==> src/rtl/pi_seq_pkg.sv <==
package pi_seq_pkg;

   typedef enum logic {
      RUN_IDLE = 1'b0,
      RUN_BUSY = 1'b1
   } run_state_e;

   localparam int unsigned MAX_W = 64;

   function automatic logic masked_parity(input logic [MAX_W-1:0] v,
                                          input logic [MAX_W-1:0] m);
      return ^(v & m);
   endfunction

   function automatic logic masked_all(input logic [MAX_W-1:0] v,
                                       input logic [MAX_W-1:0] m);
      return &(v | ~m);
   endfunction

endpackage

==> src/rtl/pi_seq_lfsr.sv <==
module pi_seq_lfsr
   import pi_seq_pkg::*;
#(
   parameter int unsigned W        = 7,
   parameter logic [W-1:0] TAPS     = 7'b1100000,
   parameter logic [W-1:0] FALLBACK = 7'h41
) (
   input  logic         clk,
   input  logic         rst_n,
   input  logic         load,
   input  logic [W-1:0] seed,
   input  logic         adv,
   output logic [W-1:0] state
);

   logic [W-1:0] st_q;
   logic [W-1:0] st_next;
   logic [W-1:0] seed_fix;
   logic         fb;

   assign fb       = masked_parity(MAX_W'(st_q), MAX_W'(TAPS));
   assign seed_fix = (seed == '0) ? FALLBACK : seed;

   generate
      if (W == 1) begin : g_one
         assign st_next = fb;
      end else begin : g_wide
         assign st_next = {st_q[W-2:0], fb};
      end
   endgenerate

   always_ff @(posedge clk or negedge rst_n) begin
      if (!rst_n) begin
         st_q <= FALLBACK;
      end else if (load) begin
         st_q <= seed_fix;
      end else if (adv) begin
         st_q <= st_next;
      end
   end

   assign state = st_q;

endmodule

==> src/rtl/pi_seq_mod.sv <==
module pi_seq_mod
   import pi_seq_pkg::*;
#(
   parameter int unsigned         N_PI     = 4,
   parameter int unsigned         MOD      = 3,
   parameter logic [N_PI*MOD-1:0] MOD_MASK = 12'b111_110_011_001
) (
   input  logic [N_PI-1:0] raw,
   input  logic [MOD-1:0]  modb,
   output logic [N_PI-1:0] pi
);

   generate
      for (genvar i = 0; i < N_PI; i++) begin : g_pi
         localparam logic [MOD-1:0] SEL = MOD_MASK[i*MOD +: MOD];
         if (SEL == '0) begin : g_bad
            $error("pi_seq_mod: mask field for an input is all zeros");
         end
         logic hit;
         assign hit   = masked_all(MAX_W'(modb), MAX_W'(SEL));
         assign pi[i] = raw[i] ^ hit;
      end
   endgenerate

endmodule

==> src/rtl/pi_seq_ctl.sv <==
module pi_seq_ctl
   import pi_seq_pkg::*;
#(
   parameter int unsigned SEQ_LEN = 16,
   parameter int unsigned IDXW    = 4
) (
   input  logic            clk,
   input  logic            rst_n,
   input  logic            load,
   output logic            adv,
   output logic [IDXW-1:0] idx,
   output logic            done
);

   localparam logic [IDXW-1:0] LAST = IDXW'(SEQ_LEN - 1);

   run_state_e      st_q;
   logic [IDXW-1:0] idx_q;
   logic            at_last;

   assign at_last = (idx_q == LAST);
   assign adv     = (st_q == RUN_BUSY) && !at_last && !load;

   always_ff @(posedge clk or negedge rst_n) begin
      if (!rst_n) begin
         st_q  <= RUN_IDLE;
         idx_q <= '0;
      end else if (load) begin
         st_q  <= RUN_BUSY;
         idx_q <= '0;
      end else if (st_q == RUN_BUSY) begin
         if (at_last) begin
            st_q <= RUN_IDLE;
         end else begin
            idx_q <= idx_q + IDXW'(1);
         end
      end
   end

   assign idx  = idx_q;
   assign done = (st_q == RUN_IDLE);

endmodule

==> src/rtl/pi_seq_gen.sv <==
module pi_seq_gen
   import pi_seq_pkg::*;
#(
   parameter int unsigned                 N_PI          = 4,
   parameter int unsigned                 MOD           = 3,
   parameter int unsigned                 SEQ_LEN       = 16,
   parameter logic [N_PI+MOD-1:0]         TAPS          = 7'b1100000,
   parameter logic [N_PI+MOD-1:0]         SEED_FALLBACK = 7'h41,
   parameter logic [N_PI*MOD-1:0]         MOD_MASK      = 12'b111_110_011_001,
   localparam int unsigned                W             = N_PI + MOD,
   localparam int unsigned                IDXW          = (SEQ_LEN > 2) ? $clog2(SEQ_LEN) : 1
) (
   input  logic            clk,
   input  logic            rst_n,
   input  logic            load_seed,
   input  logic [W-1:0]    seed_in,
   output logic [N_PI-1:0] pi_vec,
   output logic [IDXW-1:0] seq_idx,
   output logic            seq_done
);

   generate
      if (N_PI < 1)            begin : g_e0 $error("N_PI must be at least 1"); end
      if (MOD < 1)             begin : g_e1 $error("MOD must be at least 1"); end
      if (SEQ_LEN < 2)         begin : g_e2 $error("SEQ_LEN must be at least 2"); end
      if (W > MAX_W)           begin : g_e3 $error("register wider than MAX_W"); end
      if (TAPS[W-1] != 1'b1)   begin : g_e4 $error("TAPS must include the top bit"); end
      if (SEED_FALLBACK == '0) begin : g_e5 $error("SEED_FALLBACK must be nonzero"); end
   endgenerate

   logic         adv;
   logic [W-1:0] lfsr_q;

   pi_seq_ctl #(
      .SEQ_LEN (SEQ_LEN),
      .IDXW    (IDXW)
   ) ctl_i (
      .clk   (clk),
      .rst_n (rst_n),
      .load  (load_seed),
      .adv   (adv),
      .idx   (seq_idx),
      .done  (seq_done)
   );

   pi_seq_lfsr #(
      .W        (W),
      .TAPS     (TAPS),
      .FALLBACK (SEED_FALLBACK)
   ) lfsr_i (
      .clk   (clk),
      .rst_n (rst_n),
      .load  (load_seed),
      .seed  (seed_in),
      .adv   (adv),
      .state (lfsr_q)
   );

   pi_seq_mod #(
      .N_PI     (N_PI),
      .MOD      (MOD),
      .MOD_MASK (MOD_MASK)
   ) mod_i (
      .raw  (lfsr_q[W-1:MOD]),
      .modb (lfsr_q[MOD-1:0]),
      .pi   (pi_vec)
   );

endmodule

==> config.mk <==
export PLATFORM = sky130hd
export DESIGN_NAME = pi_seq_gen
export DESIGN_NICKNAME = d
export VERILOG_FILES = /design/src/rtl/pi_seq_pkg.sv /design/src/rtl/pi_seq_lfsr.sv /design/src/rtl/pi_seq_mod.sv /design/src/rtl/pi_seq_ctl.sv /design/src/rtl/pi_seq_gen.sv
export SDC_FILE = /design/constraint.sdc
export NUM_CORES = 1
export LEC_CHECK = 0
export ABC_AREA = 0
export BUFFER_PORTS_ARGS = -buffer_cell sky130_fd_sc_hd__buf_2
export CORE_AREA = 4 4 41 43
export CTS_BUF_LIST = sky130_fd_sc_hd__clkbuf_4 sky130_fd_sc_hd__clkbuf_8 sky130_fd_sc_hd__clkbuf_16
export DETAILED_ROUTE_END_ITERATION = 16
export DIE_AREA = 0 0 45 47
export PLACE_DENSITY = 0.83
export SLEW_MARGIN = 25
export SYNTH_ARGS = -nofsm -noshare
export SYNTH_HDL_FRONTEND = slang
export SYNTH_HIERARCHICAL = 1
export SYNTH_SLANG_ARGS = --single-unit
==> constraint.sdc <==
create_clock -name clk -period 2.29 [get_ports clk]
set_input_delay 0.229 -clock clk [delete_from_list [all_inputs] [get_ports clk]]
set_output_delay 0.229 -clock clk [all_outputs]
set_load 0.05 [all_outputs]
==> qor.csv <==
stage;metric;value;unit
power;Leak;0.000394;uW
global_route;first-pass GRT wire length;2.30;mm
clock_network;Clock Sinks;12;
die;# IOs;19;
die;full die area;2120;sq um
drt;drt wl/cell;12.9;um
sta;clk_skew;3.51;ps
min_path;min-delay worst type;in2reg;
cells_and_area;share of layout cells above drive strength 1;0.322;
clock_network;Root Buffer;clkbuf_4;
synthesis;EDFF count, synth;0;
synthesis;leading area contributor after synthesis;dfrtp_1;
critical_path;worst path bufs/invs;1;
synthesis;Yosys cell types;26;
cells_and_area;commonest cells after routing, fill and taps aside;buf_2, dfrtp_1, nand2_1, o21ai_0, a21oi_1;
synthesis;Post-Synth XOR/XNOR Area;0.0657;
sta;Final Hold Vio Count;0;
drt;drt first pass iters;4;
power;maximum vdd drop;0.352;mV
placement;I/O Buffers;18;
critical_path;CP arrival;1370;ps
sta;endpoints failing setup;0;
synthesis;Post-Syn Area;667;sq um
sta;fin crit share;0.699;
placement;Final GP Congestion;0.779;
sta;Fin Hold WS;188;ps
clock_network;register clock-pin slew on the reported worst setup and hold paths;80;ps
drt;post-route ant nets;0;
die;Die Ht;47;um
cells_and_area;fin nets;102;
clock_network;CTS max path bufs;2;
sta;RSZ-0062 raised after global routing;no;
synthesis;post-synthesis simple-gate area fraction;0.221;
clock_network;CTS Buf Count;3;
synthesis;Synth Flop Type;dfrtp_1;
synthesis;Yosys warning total;6;
synthesis;Yosys top cell area share;0.375;
clock_network;H-tree depth;1;
critical_path;CP startpoint kind;flop;
clock_network;CTS tree;done;
sta;Slew @ Worst Pin;298;ps
drt;total length of routed wires;1.35;mm
drt;Starting DRT DRC Count;9;
global_route;number of global-route vias before repair;550;
sta;relative slew slack;0.801;
placement;dpl hpwl;1.07;mm
sta;clock period minus final worst setup slack;1600;ps
critical_path;CP required;2060;ps
synthesis;compound-cell area share of the yosys netlist;0.141;
die;Die Wd;45;um
critical_path;max incr delay on CP;590;ps
critical_path;WS Path Type;reg2out;
synthesis;mux cell area share after synthesis;0.0750;
sta;Post-Route Setup TNS;0;ps
synthesis;Synth Register Bits;12;
cells_and_area;number of diodes;0;
sta;Slew Viols, Final;0;
die;Cell Rows;13;
die;Core Area;1300;sq um
cells_and_area;commonest non-fill, non-tap cell in the layout;buf_2;
synthesis;Post-synth ARST share;1.00;
synthesis;Synth Net Count;79;
synthesis;main combinational cell family by area after synthesis;simple AND/OR/NAND/NOR gates;
synthesis;adder-cell share of the synthesized area;0.0188;
drt;Remaining DRCs;0;
sta;Fmax;625;MHz
critical_path;Cell Chain, Critical Path;nand2_1, xnor2_1, buf_2;
power;Tot Pwr;592;uW
die;Starting Density;0.513;
synthesis;Synth Instances;68;
global_route;largest net degree at the start of global routing;22;
global_route;GRT overflow;0;
critical_path;critical path's top delay family;flip-flops;
flow_run;Max Cap Viol;0;
drt;routed vias/inst;5.50;
global_route;antenna violations before repair;0;
clock_network;clk_lat worst skew;280;ps
synthesis;sequential area share after synthesis;0.454;
critical_path;Worst setup EP type;output pin;
power;PwrDens;725;nW/um^2
global_route;gr usage total;0.155;
synthesis;top post-synthesis cells by area;dfrtp_1, dfstp_2, mux2i_1;
status;status;completed;
drt;Vias;577;
cells_and_area;Layout Area Growth over Synthesis;22.5;%
critical_path;cell at the slowest stage of the critical path;dfstp_2;
synthesis;syn avg cell area;9.81;sq um
critical_path;CP max FO;5;
-- through the flow --
stage / std cells / area [sq um] / util / setup slack [ps]
floorplan: 68 / 667 / - / 602
finish: 105 / 817 / 0.628 / 689
detailed placement: 100 / 771 / 0.592 / 765
CTS: 105 / 817 / 0.628 / 678
global route: 105 / 817 / 0.628 / 581
global placement: 100 / 771 / 0.592 / 823
-- worst paths after layout --
check / from / to / slack, ps / depth (start not counted)
max reg2reg: ctl_i/idx[0] / lfsr_i/state[3] / 740 / 7
min: seed_in[1] / lfsr_i/state[1] / 190 / 3
max: lfsr_i/state[0] / pi_vec[1] / 690 / 3
min reg2reg: ctl_i/idx[3] / ctl_i/idx[3] / 550 / 1
max in group asynchronous: rst_n / lfsr_i/state[0] / 1670 / 2
min in group asynchronous: rst_n / ctl_i/idx[0] / 350 / 2
-- kinds of logic (layout without fill, tap and decap cells) --
| kind of cell | Yosys count | in the layout |
|---|---|---|
| AOI/OAI and AO/OA | 17 | 17 |
| muxes | 5 | 5 |
| xor gates and xnor gates | 5 | 5 |
| buffers and inverters | 3 | 25 |
| and+or+nand+nor | 25 | 25 |
| adders and majority gates | 1 | 1 |
| DFF | 12 | 12 |
-- registers in the layout, indices dropped and copies added, names as in the netlist --
signal	cells
ctl_i/st_q	1
ctl_i/idx	4
lfsr_i/state	7
-- worst min-delay path, cell delays in order --
cell and delay, ps:
buf_2 90, nand2_1 50, o21ai_0 60
-- cells in the mapped netlist (all sizes together) (2+ instances only) --
cell,count
dfrtp,10
nand2,9
o21ai,8
a21oi,6
mux2i,5
xnor2,4
nand3,3
nor2b,3
buf,2
dfstp,2
nor2,2
nor3,2
-- layer usage --
layer | vias to the layer above | global-route usage | wire length (um)
met1 | 278 | 0.177 | 575
met3 | 4 | 0.0460 | 47
met5 | - | 0 | 0
met2 | 10 | 0.268 | 703
met4 | 0 | 0.0702 | 27
li1 | 285 | - | -
-- cell type report --
cell class	instances	area [sq um]
fill	113	484
sequential	12	303
timing repair buffer	20	108
multi-input combinational	53	348
tap	15	18.8
inverter	1	3.75
clock buffer	4	36.3
-- timing repair --
| item | 4_1_cts | 5_1_grt |
|---|---|---|
| buffers inserted | 0 | 0 |
| hold buffers | 1 | 0 |
| gates resized for setup | 0 | 0 |
| hold endpoints to repair | 10 | 0 |
| endpoints found under the setup margin | 0 | 0 |
-- where the power goes --
part           total [uW]  switching [uW]  internal [uW]
Combinational         167             114           53.4
Sequential            255            22.5            233
Clock                 170            73.6           96.8
Total                 592             210            383
No activity file was read; power rests on OpenSTA's default activity.
